[config.mk]
export PLATFORM = sky130hd
export DESIGN_NAME = dr_link_top
export DESIGN_NICKNAME = d
export VERILOG_FILES = /design/src/rtl/dr_link_pkg.sv /design/src/rtl/dr_celem.sv /design/src/rtl/dr_rail_check.sv /design/src/rtl/dr_completion.sv /design/src/rtl/dr_sender.sv /design/src/rtl/dr_receiver.sv /design/src/rtl/dr_link_top.sv
export SDC_FILE = /design/constraint.sdc
export NUM_CORES = 1
export LEC_CHECK = 0
export BUFFER_PORTS_ARGS = -buffer_cell sky130_fd_sc_hd__buf_2
export CORE_AREA = 2 2 93 95
export CTS_CLUSTER_SIZE = 24
export DETAILED_ROUTE_END_ITERATION = 12
export DIE_AREA = 0 0 95 97
export GPL_ROUTABILITY_DRIVEN = 0
export HOLD_SLACK_MARGIN = 0.08
export PLACE_DENSITY = 0.73
export RECOVER_POWER = 50
export SETUP_SLACK_MARGIN = 0.5
export SYNTH_ARGS = -nofsm -noshare
export SYNTH_HDL_FRONTEND = slang
export SYNTH_SLANG_ARGS = --single-unit
export TNS_END_PERCENT = 30
[constraint.sdc]
create_clock -name clk -period 6 [get_ports clk]
set_clock_uncertainty 0.2 [all_clocks]
set_input_delay 1.8 -clock clk [delete_from_list [all_inputs] [get_ports clk]]
set_output_delay 1.8 -clock clk [all_outputs]
set_load 0.02 [all_outputs]
[src/rtl/dr_link_pkg.sv]
package dr_link_pkg;
  typedef enum logic [1:0] {
    TX_IDLE  = 2'd0,
    TX_DRIVE = 2'd1,
    TX_RTZ   = 2'd2
  } tx_state_e;

  typedef enum logic [1:0] {
    RX_WAIT   = 2'd0,
    RX_STORED = 2'd1,
    RX_ACK    = 2'd2
  } rx_state_e;
endpackage

[src/rtl/dr_celem.sv]
module dr_celem #(
  parameter int W = 4
) (
  input  logic         clk,
  input  logic         rst_n,
  input  logic [W-1:0] in_vec,
  output logic         q
);
  logic q_n;

  always_comb begin
    q_n = q;
    if (&in_vec)       q_n = 1'b1;
    else if (~|in_vec) q_n = 1'b0;
  end

  always_ff @(posedge clk or negedge rst_n) begin
    if (!rst_n) q <= 1'b0;
    else        q <= q_n;
  end

  // set only on all-ones, hold on mixed inputs
  assert_celem_set_R3: assert property (@(posedge clk) disable iff (!rst_n)
    (&in_vec) |=> q) else $error("celem did not set");
  assert_celem_hold_R3: assert property (@(posedge clk) disable iff (!rst_n)
    (!(&in_vec) && (|in_vec)) |=> $stable(q)) else $error("celem did not hold");
endmodule

[src/rtl/dr_rail_check.sv]
module dr_rail_check #(
  parameter int N = 16
) (
  input  logic [N-1:0] hi,
  input  logic [N-1:0] lo,
  output logic [N-1:0] valid_vec,
  output logic         all_spacer,
  output logic         illegal_any
);
  logic [N-1:0] spacer_vec;
  logic [N-1:0] illegal_vec;

  for (genvar i = 0; i < N; i++) begin : g_bit
    assign valid_vec[i]   = hi[i] ^ lo[i];
    assign spacer_vec[i]  = ~hi[i] & ~lo[i];
    assign illegal_vec[i] = hi[i] & lo[i];
  end

  assign all_spacer  = &spacer_vec;
  assign illegal_any = |illegal_vec;
endmodule

[src/rtl/dr_completion.sv]
module dr_completion #(
  parameter int N   = 16,
  parameter int GRP = 4
) (
  input  logic         clk,
  input  logic         rst_n,
  input  logic [N-1:0] valid_vec,
  output logic         done
);
  localparam int NGRP = (N + GRP - 1) / GRP;

  logic [NGRP-1:0] leaf_q;

  for (genvar g = 0; g < NGRP; g++) begin : g_leaf
    logic [GRP-1:0] grp_in;
    for (genvar k = 0; k < GRP; k++) begin : g_in
      if (g * GRP + k < N) begin : g_real
        assign grp_in[k] = valid_vec[g*GRP+k];
      end else begin : g_pad
        assign grp_in[k] = valid_vec[g*GRP];
      end
    end
    dr_celem #(.W(GRP)) u_leaf (
      .clk    (clk),
      .rst_n  (rst_n),
      .in_vec (grp_in),
      .q      (leaf_q[g])
    );
  end

  dr_celem #(.W(NGRP)) u_root (
    .clk    (clk),
    .rst_n  (rst_n),
    .in_vec (leaf_q),
    .q      (done)
  );
endmodule

[src/rtl/dr_sender.sv]
module dr_sender
  import dr_link_pkg::*;
#(
  parameter int N = 16
) (
  input  logic         clk,
  input  logic         rst_n,
  input  logic         in_valid,
  input  logic [N-1:0] in_data,
  output logic         in_ready,
  output logic [N-1:0] tx_hi,
  output logic [N-1:0] tx_lo,
  input  logic         tx_ack
);
  tx_state_e    state, state_n;
  logic [N-1:0] hi_n, lo_n;
  logic         ack_s;

  always_comb begin
    state_n = state;
    hi_n    = tx_hi;
    lo_n    = tx_lo;
    case (state)
      TX_IDLE: if (in_valid && !ack_s) begin
        hi_n    = in_data;
        lo_n    = ~in_data;
        state_n = TX_DRIVE;
      end
      TX_DRIVE: if (ack_s) begin
        hi_n    = '0;
        lo_n    = '0;
        state_n = TX_RTZ;
      end
      TX_RTZ: if (!ack_s) state_n = TX_IDLE;
      default: state_n = TX_IDLE;
    endcase
  end

  always_ff @(posedge clk or negedge rst_n) begin
    if (!rst_n) begin
      state <= TX_IDLE;
      tx_hi <= '0;
      tx_lo <= '0;
      ack_s <= 1'b0;
    end else begin
      state <= state_n;
      tx_hi <= hi_n;
      tx_lo <= lo_n;
      ack_s <= tx_ack;
    end
  end

  assign in_ready = (state == TX_IDLE) && !ack_s;

  assert_no_both_rails_R1: assert property (@(posedge clk) disable iff (!rst_n)
    (tx_hi & tx_lo) == '0) else $error("illegal rail pair driven");
  assert_rtz_on_ack_R5: assert property (@(posedge clk) disable iff (!rst_n)
    (state == TX_DRIVE && ack_s) |=> (tx_hi == '0 && tx_lo == '0))
    else $error("rails not returned to spacer");
  assert_start_after_ack_low_R7: assert property (@(posedge clk) disable iff (!rst_n)
    ((tx_hi | tx_lo) != '0 && $past((tx_hi | tx_lo) == '0)) |-> !$past(ack_s))
    else $error("word started while acknowledge high");
endmodule

[src/rtl/dr_receiver.sv]
module dr_receiver
  import dr_link_pkg::*;
#(
  parameter int N   = 16,
  parameter int GRP = 4
) (
  input  logic         clk,
  input  logic         rst_n,
  input  logic [N-1:0] rx_hi,
  input  logic [N-1:0] rx_lo,
  output logic         rx_ack,
  output logic         out_valid,
  output logic [N-1:0] out_data,
  input  logic         out_ready,
  output logic         proto_err
);
  rx_state_e    state, state_n;
  logic [N-1:0] r_hi, r_lo;
  logic [N-1:0] valid_vec;
  logic         all_spacer, illegal_any, comp;
  logic [N-1:0] data_n;
  logic         ov_n, ack_n, err_n;

  dr_rail_check #(.N(N)) u_check (
    .hi          (r_hi),
    .lo          (r_lo),
    .valid_vec   (valid_vec),
    .all_spacer  (all_spacer),
    .illegal_any (illegal_any)
  );

  dr_completion #(.N(N), .GRP(GRP)) u_comp (
    .clk       (clk),
    .rst_n     (rst_n),
    .valid_vec (valid_vec),
    .done      (comp)
  );

  always_comb begin
    state_n = state;
    data_n  = out_data;
    ov_n    = out_valid && !out_ready;
    ack_n   = rx_ack;
    err_n   = proto_err | illegal_any;
    case (state)
      RX_WAIT: if (comp && !out_valid) begin
        data_n  = r_hi;
        ov_n    = 1'b1;
        state_n = RX_STORED;
      end
      RX_STORED: begin
        ack_n   = 1'b1;
        state_n = RX_ACK;
      end
      RX_ACK: if (!comp && all_spacer) begin
        ack_n   = 1'b0;
        state_n = RX_WAIT;
      end
      default: state_n = RX_WAIT;
    endcase
  end

  always_ff @(posedge clk or negedge rst_n) begin
    if (!rst_n) begin
      state     <= RX_WAIT;
      r_hi      <= '0;
      r_lo      <= '0;
      out_data  <= '0;
      out_valid <= 1'b0;
      rx_ack    <= 1'b0;
      proto_err <= 1'b0;
    end else begin
      state     <= state_n;
      r_hi      <= rx_hi;
      r_lo      <= rx_lo;
      out_data  <= data_n;
      out_valid <= ov_n;
      rx_ack    <= ack_n;
      proto_err <= err_n;
    end
  end

  assert_store_needs_complete_R3: assert property (@(posedge clk) disable iff (!rst_n)
    $rose(out_valid) |-> $past(comp)) else $error("capture without completion");
  assert_ack_after_store_R4: assert property (@(posedge clk) disable iff (!rst_n)
    $rose(rx_ack) |-> $past(out_valid)) else $error("ack before store");
  assert_ack_drop_spacer_R6: assert property (@(posedge clk) disable iff (!rst_n)
    $fell(rx_ack) |-> ($past(all_spacer) && !$past(comp)))
    else $error("ack dropped before spacer");
  assert_err_sticky_R8: assert property (@(posedge clk) disable iff (!rst_n)
    proto_err |=> proto_err) else $error("error flag cleared");
  assert_hold_output_R9: assert property (@(posedge clk) disable iff (!rst_n)
    (out_valid && !out_ready) |=> (out_valid && $stable(out_data)))
    else $error("output not held");
endmodule

[src/rtl/dr_link_top.sv]
module dr_link_top #(
  parameter int N   = 16,
  parameter int GRP = 4
) (
  input  logic         clk,
  input  logic         rst_n,
  input  logic         in_valid,
  input  logic [N-1:0] in_data,
  output logic         in_ready,
  output logic [N-1:0] tx_hi,
  output logic [N-1:0] tx_lo,
  input  logic         tx_ack,
  input  logic [N-1:0] rx_hi,
  input  logic [N-1:0] rx_lo,
  output logic         rx_ack,
  output logic         out_valid,
  output logic [N-1:0] out_data,
  input  logic         out_ready,
  output logic         proto_err
);
  logic rst_meta, rst_sync;

  always_ff @(posedge clk or negedge rst_n) begin
    if (!rst_n) begin
      rst_meta <= 1'b0;
      rst_sync <= 1'b0;
    end else begin
      rst_meta <= 1'b1;
      rst_sync <= rst_meta;
    end
  end

  dr_sender #(.N(N)) u_tx (
    .clk      (clk),
    .rst_n    (rst_sync),
    .in_valid (in_valid),
    .in_data  (in_data),
    .in_ready (in_ready),
    .tx_hi    (tx_hi),
    .tx_lo    (tx_lo),
    .tx_ack   (tx_ack)
  );

  dr_receiver #(.N(N), .GRP(GRP)) u_rx (
    .clk       (clk),
    .rst_n     (rst_sync),
    .rx_hi     (rx_hi),
    .rx_lo     (rx_lo),
    .rx_ack    (rx_ack),
    .out_valid (out_valid),
    .out_data  (out_data),
    .out_ready (out_ready),
    .proto_err (proto_err)
  );
endmodule

== Word level (Yosys, flattened, before mapping) ==
Index checks and enable logic that the tools add are counted.

* Register bits: 95
* Bits of input ports: 53
* Output and inout port bits: 52
* Word-level logic and storage cells: 170

* Equal/unequal tests: 14
* Multiplexer cells: 26
* Bitwise gates (word level): 82
* Reduce and logical (&&, ||, !) cells: 30

{| class="wikitable"
|+ Operators by type and width
! operator !! count
|-
| one-hot mux 16 bit (2 select lines) || 2
|-
| two-way mux 16 bit || 3
|-
| bitwise AND 1 bit || 32
|-
| inverter 1 bit || 32
|-
| AND reduction 4 bit || 5
|-
| OR reduction 4 bit || 5
|-
| inequality test 2 x 1 -> 1 bit, second input constant || 9
|-
| inverter 16 bit || 1
|-
| AND reduction 16 bit || 1
|-
| OR reduction 16 bit || 1
|-
| bitwise XOR 1 bit || 16
|-
| two-way mux 1 bit || 13
|-
| one-hot mux 2 bit (3 select lines) || 2
|-
| two-way mux 2 bit || 5
|-
| AND reduction 2 bit || 3
|-
| AND reduction 3 bit || 2
|-
| logical AND 1 bit || 5
|-
| equality test 2 x 1 -> 1 bit, second input constant || 2
|-
| equality test 2 bit, second input constant || 2
|-
| zero test 1 bit || 4
|-
| zero test 2 bit || 2
|-
| nonzero test 2 bit || 2
|-
| inequality test 2 bit, second input constant || 1
|-
| one-hot mux 1 bit (2 select lines) || 1
|-
| OR 1 bit || 1
|}

== Logic depth before layout (Yosys ltp) ==
* Depth in word-level cells: 6
* Gate-level depth with buffers: 5
* Gate-level depth less buffers: 5

== Modules after synthesis ==
Synthesis repeated with hierarchy kept, for this count alone.

* Cell total of the unflattened synthesis: 333
* Area, all modules: 4290.4 um2

{| class="wikitable"
|+ By module, submodules not included
! module !! times used !! cells an instance !! area each (um2) !! sequential area each (um2)
|-
| dr_sender || 1 || 154 || 1783.0 || 875.8
|-
| dr_receiver || 1 || 82 || 1607.8 || 1326.3
|-
| dr_rail_check || 1 || 74 || 589.3 || 0.0
|-
| dr_celem || 5 || 4 || 51.3 || 25.0
|-
| dr_link_top || 1 || 3 || 53.8 || 50.0
|}

== Least setup slack after synthesis ==
OpenSTA, ideal clock, no wires.

* Path type: input-to-reg
* Start point: in in_valid
* End point: reg u_tx.tx_hi[6]
* Arrival time: 2.655 ns
* Data required time: 5.683 ns
* Path slack: 3.028 ns
* Stages on the path: 5
* Path buffers: 2
* Path through: or4b_4 > buf_6 > buf_6 > nand3_1 > nand2_1

* Cells in the longest elaborated chain, start to end: 3

{| class="wikitable"
|+ RTL lines
! item !! RTL line !! text
|-
| from (decl) || dr_link_top.sv:7 || <nowiki>input logic in_valid,</nowiki>
|-
| logical AND 1 bit || dr_sender.sv:24 || <nowiki>TX_IDLE: if (in_valid && !ack_s) begin</nowiki>
|-
| inequality test 2 x 1 -> 1 bit (no line) || n/a ||
|-
| AND reduction 3 bit (no line) || n/a ||
|-
| to (signal assigned) || dr_sender.sv:47 || <nowiki>tx_hi <= hi_n;</nowiki>
|-
| to (decl) || dr_sender.sv:11 || <nowiki>output logic [N-1:0] tx_hi,</nowiki>
|}

No other way between the ends.
A chain may end at the register's enable or synchronous reset.

== Final worst setup path ==
* Start point: reg u_tx.state[0]
* End point: out in_ready

* Cells in the longest elaborated chain, start to end: 2

{| class="wikitable"
|+ RTL lines
! item !! RTL line !! text
|-
| from (decl) || dr_sender.sv:15 || <nowiki>tx_state_e state, state_n;</nowiki>
|-
| from (signal assigned) || dr_sender.sv:46 || <nowiki>state <= state_n;</nowiki>
|-
| zero test 2 bit || dr_sender.sv:53 || <nowiki>assign in_ready = (state == TX_IDLE) && !ack_s;</nowiki>
|-
| logical AND 1 bit || dr_sender.sv:53 ||
|-
| to (decl) || dr_link_top.sv:9 || <nowiki>output logic in_ready,</nowiki>
|}

No other way between the ends.

==> key figures <==
Outcome
  – Status: complete, no violations

Global route
  – GRT overflow: 0
  – Met1 Use GR: 21.7%
  – M2 GR Usage: 29.4%
  – Tot GR Track Use: 18.1%
  – Number of global-route vias before repair: 2849
  – Initial antenna violation count: 2
  – Met3 Usage GRT: 7.24%
  – Largest net degree at the start of global routing: 58
  – GR peak layer: met2
  – First-pass GRT wire length: 12900 um

Finish
  – Commonest non-fill, non-tap cells in the layout: buf_2 (103), dfrtp_1 (95), inv_1 (34)
  – Fraction of layout cells with a size suffix above 1: 32.2%
  – Reg area: 2380 sq um
  – Area occupied by multi-input gates: 1260 sq um
  – Post-layout util: 57.1%
  – Cell area after layout: 4650 sq um
  – Commonest non-fill, non-tap cell in the layout: buf_2
  – Final nets: 509
  – Area Growth Syn to Fin: 20.7%
  – # fillers: 709

Synthesis
  – Synth Cell Area: 3850 sq um
  – Syn nets: 401
  – Avg Cell Area, Syn: 12.2 sq um
  – Yosys warns: 0
  – Yosys reg bits: 95
  – Ys async rst share: 100%
  – Netlist cell types: 31
  – Mapped Cells: 316
  – Sequential area share after synthesis: 61.7%
  – Post-synth EDFFs: 0
  – Top_reg_cell synth: dfrtp_1

Clocking
  – CTS Buf Count: 9
  – Clk root buf: clkbuf_8
  – CTS Sinks: 95
  – Htree depth: 3
  – Clk slew on worst S/H paths: 0.09 ns
  – Hold buffer count at cts: 0
  – CTS max path bufs: 2
  – CTS tree: yes
  – # Post-CTS Setup Buffers: 0
  – Clock Latency Late Sink: 0.36 ns
  – Post-CTS sizing: 0

Hold path
  – Hold Path Class: reg -> reg

Routing
  – Router iterations before antenna repair: 4
  – Detail Route Antenna Nets: 0
  – DRC viols: 0
  – Vias per cell: 4.91
  – WL per Instance: 14.0 um
  – Via count: 2627
  – DR iter-0 viols: 109
  – Post-Route WL: 7500 um

Timing
  – Final setup viols: 0
  – Slew @ Worst Pin: 1.38 ns
  – Fin crit share: 53.4%
  – Period minus WS final: 3.20 ns
  – Fmax: 0.312 GHz
  – Setup total negative slack: 0 ns
  – Count of final hold-check violations: 0
  – Slew headroom: 7.76%
  – Final Slew Violations: 0
  – Unrepaired setup endpoints after global routing: no

Placement
  – Port Buffer Count: 104
  – DP Area: 4460 sq um
  – Final HPWL DP: 5390 um

Floorplan
  – I/O pins: 105
  – DIE AREA: 9220 sq um
  – Die Height: 97 um
  – Die width: 95 um
  – Site Rows: 33
  – Initial Utilization: 47.3%
  – Core area: 8130 sq um

Run
  – Total of max-cap violations: 0

Power and ir drop
  – Clock power frac: 30.2%
  – P_leak: 2.58 nW
  – Pwr dens: 306 nW/um^2
  – Switching pwr: 0.000413 W
  – Reg power frac: 52.8%
  – Switching power share of the total: 29.0%
  – Comb power frac: 17.0%
  – Max IR drop VDD: 0.180 mV
  – Internal Pwr Total: 0.00101 W

Worst setup path
  – Critical path's slowest cell: dfrtp_1
  – CP Capture Type: output port
  – Max stage delay on crit path: 0.46 ns
  – Startpoint Class: flip-flop
  – Kind of critical path: reg -> out
  – Req. time, crit path: 4.00 ns
  – CP Cell Sequence: nor3_1 > buf_2
  – Max FO, Critical Path: 6
  – Crit path DAT: 1.20 ns
-- cells by family (layout without fill, tap and decap cells) --
logic type | count (synthesis) | in the layout | synth area share, %
buffers and inverters | 44 | 157 | 5.13
XOR/XNOR | 2 | 2 | 0.455
flip-flops | 95 | 95 | 61.7
AND/OR/NAND/NOR | 96 | 96 | 12.8
other | 1 | 2 | 0.0974
adder cells (fa/ha/maj) | 32 | 32 | 10.4
AO/OA/AOI/OAI | 30 | 30 | 4.71
multiplexers | 16 | 16 | 4.68
-- power by group through the flow --
stage / registers [W] / logic (W) / clock network [W]
final: 0.000750 / 0.000241 / 0.000429
after detailed placement: 0.000760 / 0.000247 / 0
after global placement: 0.000762 / 0.000237 / 0
after CTS: 0.000751 / 0.000246 / 0.000445
after global routing: 0.000760 / 0.000268 / 0.000477
after floorplan: 0.000821 / 0.0000882 / 0
-- synth_stat cells (all sizes together), types with 2 or more instances --
| master | instances | area (sq um) |
|---|---|---|
| mux2 | 16 | 180 |
| or3 | 5 | 31.3 |
| buf | 6 | 55.1 |
| ha | 32 | 400 |
| o21ai | 16 | 103 |
| a31oi | 5 | 31.3 |
| nor3 | 4 | 20.0 |
| nand2 | 33 | 124 |
| a21oi | 8 | 40.0 |
| nand3 | 32 | 160 |
| nor4 | 3 | 18.8 |
| nand4 | 4 | 25.0 |
| dfrtp | 95 | 2380 |
| clkbuf | 4 | 15.0 |
| inv | 34 | 128 |
| nor2 | 8 | 30.0 |
| nor4b | 2 | 38.8 |
-- flip-flops by register name, indices dropped and copies added, names as in the netlist, 2 cells and up --
name,cells
u_tx.tx_lo,16
u_rx.out_data,16
u_rx.r_lo,16
u_rx.u_comp.g_leaf.u_leaf.q,4
u_rx.state,2
u_rx.r_hi,16
u_tx.tx_hi,16
u_tx.state,2
-- final cells by class --
| class | instances | area share (%) |
|---|---|---|
| multi-input cells | 177 | 27.1 |
| clock inverters | 5 | 1.21 |
| clock buffers | 11 | 3.26 |
| flip-flops and latches | 95 | 51.1 |
| inverters | 34 | 2.75 |
| well taps | 105 | 2.83 |
| repair buffers | 107 | 11.7 |
| diodes | 1 | 0.0538 |
-- path summary, 6_finish.rpt --
check	from	endpoint	slack (ns)	depth (start not counted)
worst max-delay path	u_tx.state[0]	in_ready	2.80	2
worst min-delay path	rst_meta	rst_sync	0.16	0
worst max register to register	u_tx.state[1]	u_tx.tx_lo[13]	3.80	3
worst min register to register	rst_meta	rst_sync	0.16	0
max in group asynchronous	rst_sync	u_rx.r_hi[4]	3.82	1
min in group asynchronous	rst_sync	u_rx.r_hi[13]	0.38	0
-- per-stage QoR --
| stage | power [W] | hold slack (ns) | setup slack [ns] | instances |
|---|---|---|---|---|
| 6_report | 0.00142 | 0.159 | 2.80 | 535 |
| 5_1_grt | 0.00151 | 0.177 | 2.73 | 534 |
| 4_1_cts | 0.00144 | 0.107 | 2.77 | 534 |
| 3_5_place_dp | 0.00101 | 0.0999 | 2.70 | 518 |
| 3_3_place_gp | 0.000999 | 0.0978 | 2.78 | 518 |
| 2_1_floorplan | 0.000909 | 0.131 | 2.96 | 316 |
-- layer usage --
metal / vias up / part of all wire (%)
li1: 1268 / -
met1: 1257 / 41
met2: 88 / 49
met3: 12 / 9.0
met4: 2 / 1.4
met5: - / 0.11
-- worst max-delay path, delay by kind of cell, from the launching register on --
| kind | cells | cell delay, ns |
|---|---|---|
| and+or+nand+nor | 1 | 0.20 |
| DFF | 1 | 0.46 |
| buffers and inverters | 1 | 0.19 |
(Power assumes the default switching activity.)
